$ cat src/rtl/lsag_pkg.sv
package lsag_pkg;
   localparam logic [3:0] AM_IND     = 4'd0;
   localparam logic [3:0] AM_POSTINC = 4'd1;
   localparam logic [3:0] AM_PREDEC  = 4'd2;
   localparam logic [3:0] AM_BDISP   = 4'd3;
   localparam logic [3:0] AM_BIDX    = 4'd4;
   localparam logic [3:0] AM_GDISP   = 4'd5;
   localparam logic [3:0] AM_GIDX    = 4'd6;
   localparam logic [3:0] AM_PCW     = 4'd7;
   localparam logic [3:0] AM_PCL     = 4'd8;
   localparam logic [3:0] AM_PCA     = 4'd9;

   localparam logic [1:0] SZ_B    = 2'd0;
   localparam logic [1:0] SZ_W    = 2'd1;
   localparam logic [1:0] SZ_L    = 2'd2;
   localparam logic [1:0] SZ_NONE = 2'd3;

   function automatic logic [1:0] size_log2(input logic [1:0] s);
      case (s)
         SZ_W:    return 2'd1;
         SZ_L:    return 2'd2;
         default: return 2'd0;
      endcase
   endfunction
endpackage

$ cat src/rtl/lsag_scale.sv
module lsag_scale #(
   parameter int IN_W = 8,
   parameter int XLEN = 32
) (
   input  logic [IN_W-1:0] d,
   input  logic [1:0]      lg,
   output logic [XLEN-1:0] y
);
   localparam int PAD = XLEN - IN_W;

   logic [XLEN-1:0] ext;
   assign ext = {{PAD{1'b0}}, d};
   assign y   = ext << lg;
endmodule

$ cat src/rtl/lsag_align.sv
module lsag_align #(
   parameter int XLEN = 32
) (
   input  logic [XLEN-1:0] addr,
   input  logic [1:0]      sz,
   output logic            bad
);
   import lsag_pkg::*;

   always_comb begin
      case (sz)
         SZ_W:    bad = addr[0];
         SZ_L:    bad = |addr[1:0];
         default: bad = 1'b0;
      endcase
   end
endmodule

$ cat src/rtl/lsag_calc.sv
module lsag_calc #(
   parameter int XLEN     = 32,
   parameter int DISP_W   = 8,
   parameter int SDISP_W  = 4,
   parameter int PC_AHEAD = 4
) (
   input  logic [3:0]        mode,
   input  logic [1:0]        size,
   input  logic [XLEN-1:0]   base,
   input  logic [XLEN-1:0]   r0,
   input  logic [XLEN-1:0]   gbr,
   input  logic [XLEN-1:0]   pc,
   input  logic [DISP_W-1:0] disp,
   output logic [XLEN-1:0]   ea,
   output logic [1:0]        eff_size,
   output logic              auto_mod,
   output logic [XLEN-1:0]   new_base
);
   import lsag_pkg::*;

   localparam logic [XLEN-1:0] AHEAD  = XLEN'(PC_AHEAD);
   localparam logic [XLEN-1:0] PCMASK = ~XLEN'(3);

   logic [1:0]      lg;
   logic [XLEN-1:0] step, off_short, off_long, off_pc4, pc_base4, dec_base;

   always_comb begin
      case (mode)
         AM_GIDX: eff_size = SZ_B;
         AM_PCW:  eff_size = SZ_W;
         AM_PCL:  eff_size = SZ_L;
         AM_IND, AM_POSTINC, AM_PREDEC, AM_BDISP, AM_BIDX, AM_GDISP:
                  eff_size = (size == SZ_NONE) ? SZ_B : size;
         default: eff_size = SZ_NONE;
      endcase
   end

   assign lg   = size_log2(eff_size);
   assign step = XLEN'(1) << lg;

   lsag_scale #(.IN_W(SDISP_W), .XLEN(XLEN)) u_sc_short (
      .d(disp[SDISP_W-1:0]), .lg(lg), .y(off_short));
   lsag_scale #(.IN_W(DISP_W), .XLEN(XLEN)) u_sc_long (
      .d(disp), .lg(lg), .y(off_long));
   lsag_scale #(.IN_W(DISP_W), .XLEN(XLEN)) u_sc_pc4 (
      .d(disp), .lg(2'd2), .y(off_pc4));

   assign pc_base4 = (pc & PCMASK) + AHEAD;
   assign dec_base = base - step;

   always_comb begin
      auto_mod = 1'b0;
      new_base = '0;
      case (mode)
         AM_IND:     ea = base;
         AM_POSTINC: begin
            ea       = base;
            auto_mod = 1'b1;
            new_base = base + step;
         end
         AM_PREDEC:  begin
            ea       = dec_base;
            auto_mod = 1'b1;
            new_base = dec_base;
         end
         AM_BDISP:   ea = base + off_short;
         AM_BIDX:    ea = base + r0;
         AM_GDISP:   ea = gbr + off_long;
         AM_GIDX:    ea = gbr + r0;
         AM_PCW:     ea = pc + off_long + AHEAD;
         AM_PCL,
         AM_PCA:     ea = pc_base4 + off_pc4;
         default:    ea = '0;
      endcase
   end
endmodule

$ cat src/rtl/ls_addr_gen.sv
module ls_addr_gen #(
   parameter int XLEN         = 32,
   parameter int DISP_W       = 8,
   parameter int SDISP_W      = 4,
   parameter int PC_AHEAD     = 4,
   parameter bit REGISTER_OUT = 1'b1
) (
   input  logic              clk,
   input  logic              rst_n,
   input  logic              in_valid,
   input  logic [3:0]        mode,
   input  logic [1:0]        size,
   input  logic [XLEN-1:0]   base,
   input  logic [XLEN-1:0]   r0,
   input  logic [XLEN-1:0]   gbr,
   input  logic [XLEN-1:0]   pc,
   input  logic [DISP_W-1:0] disp,
   output logic              out_valid,
   output logic [XLEN-1:0]   ea,
   output logic [1:0]        acc_size,
   output logic              wb_en,
   output logic [XLEN-1:0]   wb_value,
   output logic              misaligned
);
   generate
      if (XLEN < 16)              $error("XLEN must be at least 16");
      if (SDISP_W > DISP_W)       $error("short displacement wider than long one");
      if (DISP_W + 2 > XLEN)      $error("scaled displacement exceeds XLEN");
      if (PC_AHEAD % 4 != 0)      $error("PC lookahead must keep long alignment");
   endgenerate

   logic [XLEN-1:0] c_ea, c_nb;
   logic [1:0]      c_sz;
   logic            c_auto, c_bad, c_wb;

   lsag_calc #(
      .XLEN(XLEN), .DISP_W(DISP_W), .SDISP_W(SDISP_W), .PC_AHEAD(PC_AHEAD)
   ) u_calc (
      .mode(mode), .size(size), .base(base), .r0(r0), .gbr(gbr), .pc(pc),
      .disp(disp), .ea(c_ea), .eff_size(c_sz), .auto_mod(c_auto),
      .new_base(c_nb)
   );

   lsag_align #(.XLEN(XLEN)) u_align (.addr(c_ea), .sz(c_sz), .bad(c_bad));

   assign c_wb = in_valid & c_auto;

   generate
      if (REGISTER_OUT) begin : g_reg
         logic              v_q, wb_q, bad_q;
         logic [XLEN-1:0]   ea_q, nb_q;
         logic [1:0]        sz_q;
         always_ff @(posedge clk or negedge rst_n) begin
            if (!rst_n) begin
               v_q   <= 1'b0;
               wb_q  <= 1'b0;
               bad_q <= 1'b0;
               ea_q  <= '0;
               nb_q  <= '0;
               sz_q  <= '0;
            end else begin
               v_q   <= in_valid;
               wb_q  <= c_wb;
               bad_q <= c_bad;
               ea_q  <= c_ea;
               nb_q  <= c_wb ? c_nb : '0;
               sz_q  <= c_sz;
            end
         end
         assign out_valid  = v_q;
         assign wb_en      = wb_q;
         assign misaligned = bad_q;
         assign ea         = ea_q;
         assign wb_value   = nb_q;
         assign acc_size   = sz_q;
      end else begin : g_comb
         assign out_valid  = in_valid;
         assign wb_en      = c_wb;
         assign misaligned = c_bad;
         assign ea         = c_ea;
         assign wb_value   = c_wb ? c_nb : '0;
         assign acc_size   = c_sz;
      end
   endgenerate
endmodule

$ cat config.mk
export PLATFORM = sky130hd
export DESIGN_NAME = ls_addr_gen
export DESIGN_NICKNAME = d
export VERILOG_FILES = /design/src/rtl/lsag_pkg.sv /design/src/rtl/lsag_scale.sv /design/src/rtl/lsag_align.sv /design/src/rtl/lsag_calc.sv /design/src/rtl/ls_addr_gen.sv
export SDC_FILE = /design/constraint.sdc
export NUM_CORES = 1
export LEC_CHECK = 0
export ABC_AREA = 0
export BUFFER_PORTS_ARGS = -buffer_cell sky130_fd_sc_hd__buf_2
export CAP_MARGIN = 20
export CORE_MARGIN = 4
export CORE_UTILIZATION = 50
export DETAILED_ROUTE_END_ITERATION = 8
export GPL_TIMING_DRIVEN = 0
export PLACE_DENSITY = 0.73
export REMOVE_ABC_BUFFERS = 1
export SLEW_MARGIN = 5
export SYNTH_ARGS = -nofsm -noshare
export SYNTH_HDL_FRONTEND = slang
export SYNTH_SLANG_ARGS = --single-unit
$ cat constraint.sdc
create_clock -name clk -period 0.8 [get_ports clk]
set_input_delay 0.16 -clock clk [delete_from_list [all_inputs] [get_ports clk]]
set_output_delay 0.16 -clock clk [all_outputs]
set_load 0.01 [all_outputs]
# After elaboration in Yosys (flattened, before gate mapping)
# Index checks and enable logic that the tools add are counted.
word_totals:
  register_bits: 69
  input_bits: 145
op_classes:
  eq_ne: 12
  reduce_logical: 6
  n_shift: 3
  n_addsub: 10
  muxes: 8
  bitwise_logic: 1
ops:
  columns: ["operator", "n"]
  rows:
  - ["$pmux W32 S8", 1]
  - ["$add A32 B32 Y32", 6]
  - ["$add A32 B3 Y32 const B", 2]
  - ["$pmux W32 S2", 1]
  - ["$add A32 B10 Y32", 1]
  - ["$mux W32", 1]
  - ["$shl A1 B2 Y32 const A", 1]
  - ["$shl A4 B2 Y32", 1]
  - ["$shl A8 B2 Y32", 1]
  - ["$sub A32 B32 Y32", 1]
  - ["$eq A4 B3 Y1 const B", 4]
  - ["$eq A4 B2 Y1 const B", 2]
  - ["$eq A4 B4 Y1 const B", 2]
  - ["$pmux W2 S4", 1]
  - ["$reduce_or A2 Y1", 4]
  - ["$reduce_or A6 Y1", 1]
  - ["$eq A2 B2 Y1 const B", 2]
  - ["$eq A4 B1 Y1 const B", 1]
  - ["$logic_not A4 Y1", 1]
  - ["$pmux W2 S2", 1]
  - ["$eq A2 B1 Y1 const B", 1]
  - ["$mux W2", 1]
  - ["$pmux W1 S2", 1]
  - ["$and A1 B1 Y1", 1]
  - ["$mux W1", 1]

# Logic depth before layout (Yosys ltp)
logic_depth:
  depth_word: 11
  ltp_mapped: 22
  depth_no_buf: 19

# Hierarchy
# Synthesis repeated with hierarchy kept, for this count alone.
hier_totals:
  hier_cells: 2040
  area_unflattened_um2: 15496.1
by_module_without_submodules:
  columns: ["mod", "instances", "area_per_inst_um2", "seq_area_each_um2", "cells_per_inst"]
  rows:
  - ["lsag_calc", 1, 12484.5, 0.0, 1796]
  - ["ls_addr_gen", 1, 1963.1, 1726.7, 108]
  - ["lsag_scale (u_calc.u_sc_long ...)", 2, 345.3, 0.0, 44]
  - ["lsag_scale (u_calc.u_sc_short)", 1, 311.5, 0.0, 41]
  - ["lsag_align", 1, 46.3, 0.0, 7]

# Worst setup path before layout
# Ideal clock, no wire load.
synth_path:
  path_kind: "input to register"
  startpoint: "input port mode[1]"
  endpoint: "register g_reg.ea_q[18], in the netlist ea[18]"
  arrival_ns: 4.615
  cell_stages: 19
  setup_time_ns: 0.131
  n_path_buf: 3
  required_time_ns: 0.669
  slack_ns: -3.946
  path_cell_list: "clkbuf_1 nor2_1 nand2_1 clkbuf_1 o32a_1 ha_1 clkbuf_1 mux2i_1 mux2i_1 ha_1 ha_1 and3_1 a221oi_1 a21oi_1 a41oi_1 and3b_1 xnor2_1 o22ai_1 or3_1"
synth_between:
  elab_chain_cells: 9
  word_cells_on_any_way: 26
synth_lines:
  columns: ["element", "line_no", "text"]
  rows:
  - ["from (decl)", "ls_addr_gen.sv:11", "input logic [3:0] mode,"]
  - ["$eq A4 B1 Y1 (tied with other cells)", "lsag_calc.sv:28", "case (mode)"]
  - ["$reduce_or A6 Y1", "lsag_calc.sv:28", null]
  - ["$pmux W2 S4 (*)", "lsag_calc.sv:28", null]
  - ["named net c_sz[0]", "ls_addr_gen.sv:33", "logic [1:0] c_sz;"]
  - ["$eq A2 B2 Y1 / $eq A2 B1 Y1 (equally long branches)", "lsag_pkg.sv:19", "case (s)"]
  - ["$pmux W2 S2 (*)", "lsag_pkg.sv:19", null]
  - ["$shl A8 B2 Y32", "lsag_scale.sv:13", "assign y = ext << lg;"]
  - ["$add A32 B32 Y32", "lsag_calc.sv:70", "AM_PCW: ea = pc + off_long + AHEAD;"]
  - ["$add A32 B3 Y32", "lsag_calc.sv:70", null]
  - ["$pmux W32 S8 (*)", "lsag_calc.sv:54", "case (mode)"]
  - ["named net c_ea[18]", "ls_addr_gen.sv:32", "logic [XLEN-1:0] c_ea, c_nb;"]
  - ["to (signal assigned)", "ls_addr_gen.sv:58", "ea_q <= '0;"]
  - ["to (signal assigned)", "ls_addr_gen.sv:65", "ea_q <= c_ea;"]
  - ["to (decl)", "ls_addr_gen.sv:51", "logic [XLEN-1:0] ea_q, nb_q;"]
# Mark *: on every way through the listed nets, which the timed path passes. The rest lies on a longest branch.

# Worst setup path after layout
layout_path:
  startpoint: "input port mode[1]"
  endpoint: "register g_reg.ea_q[27], in the netlist ea[27]"
# The elaborated chain is that of the path after synthesis.

==> flow_summary.rst <==
.. list-table::
   :header-rows: 1

   * - Metric
     - Value
   * - Final number of setup-violating endpoints
     - 135
   * - Share of the cycle needed by the critical path after routing
     - 493%
   * - Cell family with most CP delay
     - compound AO/OA/AOI/OAI gates
   * - Via count of the first global-routing pass
     - 12600
   * - Failing checks
     - hold timing, setup timing
   * - Clk sink count
     - 69
   * - Core Footprint
     - 21200 µm²
   * - Total Routed Length
     - 52.0 mm
   * - First-pass GRT wire length
     - 74.0 mm
   * - Cell internal pwr
     - 0.0114 W
   * - Initial Util
     - 51.0%
   * - Power share of the combinational group
     - 55.9%
   * - Final Power
     - 0.0198 W
   * - Full die area
     - 24000 µm²
   * - Cell at the slowest stage of the critical path
     - sky130_fd_sc_hd__o32a_1
   * - Path class of the lowest-slack min-delay path
     - input port to asynchronous set/reset pin
   * - Cell Chain, Critical Path
     - buf_12, and3_4, o32a_1, inv_2, ha_4, clkinvlp_4, mux2i_4, buf_12, ha_4, o211ai_1, o211ai_1, buf_4, nand3_4, or3_4, a221o_1, mux2i_4, o311ai_4, a221o_1
   * - Maximum fanout along the worst path
     - 6
   * - Number of I/O port buffers
     - 213
   * - Portion of synthesized cell area occupied by the leading cell type
     - 16.0%
   * - Top FF cell, synth
     - sky130_fd_sc_hd__dfrtp_1
   * - Result of the run
     - complete, but fails checks
   * - All-Layer GR Usage
     - 39.2%
   * - Startpoint types
     - input port
   * - Number of enable flip-flop cells after synthesis
     - 0
   * - Stage delay of the slowest cell on the critical path
     - 410 ps
   * - Core Util, Final
     - 72.8%
   * - Proportion of synthesized chip area in sequential cells
     - 16.0%
   * - CP bufs+invs
     - 5
   * - Final critical delay including setup and external delays
     - 3940 ps
   * - Max-cap violation count
     - 0
   * - Type of the worst setup path
     - input port to flop
   * - Clock input transition at the sequential cells of the worst setup and hold paths
     - 80 ps
   * - Arrival time of data at the critical path endpoint
     - 4180 ps
   * - Layout overhead on the synthesized area
     - 42.5%
   * - Register cell area after layout
     - 1730 µm²
   * - Minimum setup slack in the final design
     - -3140 ps
   * - Final #Nets
     - 2001
   * - RD Place Congestion
     - 1.01
   * - Total power divided by cell area
     - 1280 nW/µm²
   * - Fraction of layout cells with a size suffix above 1
     - 38.7%
   * - Vertical die dimension
     - 155 µm
   * - Number of failing hold endpoints at the final stage
     - 22
   * - Post-synthesis register bit count
     - 69
   * - Post-synthesis cell type count
     - 70
   * - Most frequent cell after synthesis
     - sky130_fd_sc_hd__nand2_1
   * - Total number of vias
     - 14000
   * - Number of design-rule violations left by the first detailed-router iteration
     - 1950
   * - Max Transition Viols Final
     - 0
   * - Power dissipated by switching net loads
     - 0.00836 W
   * - Sequential cell fraction of total power
     - 19.7%
   * - Slew HR
     - 21.3%
   * - Core Rows
     - 53
   * - LEAKAGE
     - 6.39 nW
   * - Final routed DRC violation total
     - 0
   * - Switching power share of the total
     - 42.3%
   * - Cells after Synth
     - 1471
   * - Critical path endpoint category
     - flop
   * - Bufs on Longest Clock Path
     - 2
   * - Largest cells by area after synthesis
     - sky130_fd_sc_hd__dfrtp_1 16%, sky130_fd_sc_hd__ha_1 11%, sky130_fd_sc_hd__a21oi_1 5.0%
   * - Congestion Overflow GR
     - 0
   * - WL per Instance
     - 25.6 µm
   * - Top cells by count, synth
     - 135 x sky130_fd_sc_hd__nand2_1, 134 x sky130_fd_sc_hd__nor2_1, 108 x sky130_fd_sc_hd__a21oi_1, 99 x sky130_fd_sc_hd__ha_1, 97 x sky130_fd_sc_hd__o21ai_0
   * - Setup repair after global routing missed its margin
     - true
   * - Antenna Violating Nets Remaining
     - 0
   * - Slew of the pin with the lowest slew margin
     - 1180 ps
   * - Yosys warning count
     - 0
   * - Required time of the critical path
     - 1040 ps
   * - Clock Root Buffer
     - sky130_fd_sc_hd__clkbuf_16
   * - Post-Syn Area
     - 10800 µm²
   * - Clock tree from TritonCTS
     - yes
   * - Largest net degree at the start of global routing
     - 48
   * - Average cell area after synthesis
     - 7.34 µm²
   * - Detailed-router iteration count before antenna repair
     - 6
   * - Total CTS buffers
     - 9
   * - Width of the die
     - 155 µm
   * - Cell taking the most area after synthesis
     - sky130_fd_sc_hd__dfrtp_1
   * - VDD IR-drop max
     - 1.12 mV
   * - Half-perimeter wire length after placement
     - 35.6 mm
   * - Number of H-tree branching levels
     - 3
   * - Vias per cell
     - 6.89
   * - Pre-CTS setup slack
     - -5580 ps
   * - Power share of the clock group
     - 24.4%
   * - FFs w/ async S/R, synth
     - 100%
   * - Final Hold Slack
     - -300 ps
   * - Number of top-level design ports
     - 214
   * - Antenna violations before repair
     - 2
   * - Maximum clock frequency
     - 0.254 GHz
   * - Multi-input logic area
     - 10400 µm²
   * - FILL cells
     - 1569
[final timing paths]
kind                                     endpoint  slack (ps)  cells after the start      from
max                              ea[27]$_DFF_PN0_       -3140                     18   mode[1]
min                               ea[8]$_DFF_PN0_        -300                      1     rst_n
max in group asynchronous  wb_value[22]$_DFF_PN0_         500                      2     rst_n
min in group clk           wb_value[31]$_DFF_PN0_         110                      2  base[31]
[flip-flops by register name (all words and copies together), names as in the netlist]
register and count:
acc_size 2, wb_en 1, misaligned 1, out_valid 1
ea 32, wb_value 32
[cell type report]
type | instances | share of cell area (%)
Sequential cell | 69 | 11.2
Clock buffer | 11 | 1.58
Inverter | 43 | 1.09
Clock inverter | 5 | 0.537
Tap cell | 275 | 2.24
Timing Repair Buffer | 353 | 16.0
Antenna cell | 3 | 0.0488
Multi-Input combinational cell | 1274 | 67.3
[cell families (layout without fill, tap and decap cells)]
| logic type | after synthesis | count (layout) | share of synthesized area (%) |
|---|---|---|---|
| fa+ha+maj | 106 | 106 | 12.8 |
| compound gates | 449 | 449 | 27.3 |
| simple gates | 563 | 565 | 25.9 |
| other cells | 0 | 3 | 0 |
| buf+inv | 130 | 412 | 4.75 |
| flops | 69 | 69 | 16.0 |
| mux | 43 | 43 | 4.36 |
| xor+xnor | 111 | 111 | 9.00 |
[placed cells by master, fill, tap and decap left out, types with 10 or more instances in the layout]
master | Yosys | layout
sky130_fd_sc_hd__a21oi_2 | 0 | 17
sky130_fd_sc_hd__a21o_1 | 18 | 17
sky130_fd_sc_hd__or3_1 | 20 | 16
sky130_fd_sc_hd__nand2_1 | 135 | 124
sky130_fd_sc_hd__and3_1 | 23 | 17
sky130_fd_sc_hd__buf_6 | 2 | 42
sky130_fd_sc_hd__o22ai_1 | 20 | 18
sky130_fd_sc_hd__o21ai_2 | 0 | 13
sky130_fd_sc_hd__xnor2_1 | 52 | 46
sky130_fd_sc_hd__xor2_1 | 59 | 56
sky130_fd_sc_hd__and2_1 | 20 | 17
sky130_fd_sc_hd__mux2_2 | 32 | 29
sky130_fd_sc_hd__nor2_1 | 134 | 106
sky130_fd_sc_hd__o221ai_1 | 15 | 12
sky130_fd_sc_hd__nor2b_1 | 17 | 10
sky130_fd_sc_hd__a21oi_1 | 108 | 85
sky130_fd_sc_hd__nor3_1 | 44 | 31
sky130_fd_sc_hd__nor2_4 | 0 | 11
sky130_fd_sc_hd__ha_1 | 99 | 61
sky130_fd_sc_hd__a211oi_1 | 25 | 14
sky130_fd_sc_hd__a31oi_1 | 18 | 13
sky130_fd_sc_hd__nor4_1 | 21 | 12
sky130_fd_sc_hd__ha_4 | 0 | 26
sky130_fd_sc_hd__o21ai_1 | 3 | 20
sky130_fd_sc_hd__nand4_1 | 34 | 34
sky130_fd_sc_hd__o211ai_1 | 25 | 25
sky130_fd_sc_hd__buf_4 | 1 | 102
sky130_fd_sc_hd__dfrtp_1 | 69 | 69
sky130_fd_sc_hd__inv_1 | 43 | 37
sky130_fd_sc_hd__buf_2 | 5 | 199
sky130_fd_sc_hd__nor2_2 | 0 | 17
sky130_fd_sc_hd__nand3_1 | 60 | 51
sky130_fd_sc_hd__ha_2 | 0 | 12
sky130_fd_sc_hd__o21ai_0 | 97 | 63
sky130_fd_sc_hd__nand2b_1 | 21 | 15
[layer usage]
layer | share of wire (%) | up-vias | GRT usage [%]
met5 | 0 | - | 0
met4 | 5.3 | 0 | 14.5
met3 | 13 | 254 | 7.96
met2 | 43 | 1125 | 60.0
met1 | 39 | 6561 | 54.7
li1 | - | 6065 | -
[power by group through the flow]
stage	Clock [W]	Sequential, W	Combinational [W]
after floorplan	0	0.00411	0.00449
after global placement	0	0.00392	0.00741
after detailed placement	0	0.00393	0.00753
after CTS	0.00479	0.00388	0.00944
after global routing	0.00493	0.00391	0.0116
final	0.00483	0.00389	0.0110
[metrics by stage]
stage | cell area (µm²) | std cells | TNS, ps
after floorplan | 10400 | 1384 | -170240
after global placement | 11900 | 1872 | -339630
after detailed placement | 12000 | 1882 | -254180
after CTS | 14300 | 1984 | -157360
after global routing | 15400 | 2032 | -175850
final | 15400 | 2033 | -170790
[timing repair]
action | CTS | global route
endpoints found under the setup margin | 136 | 136
gates resized for setup | 290 | 139
hold endpoints to repair | 22 | 22
gates cloned | 2 | 0
setup buffers | 84 | 46
pin swaps | 99 | 74
(Power assumes the default switching activity.)
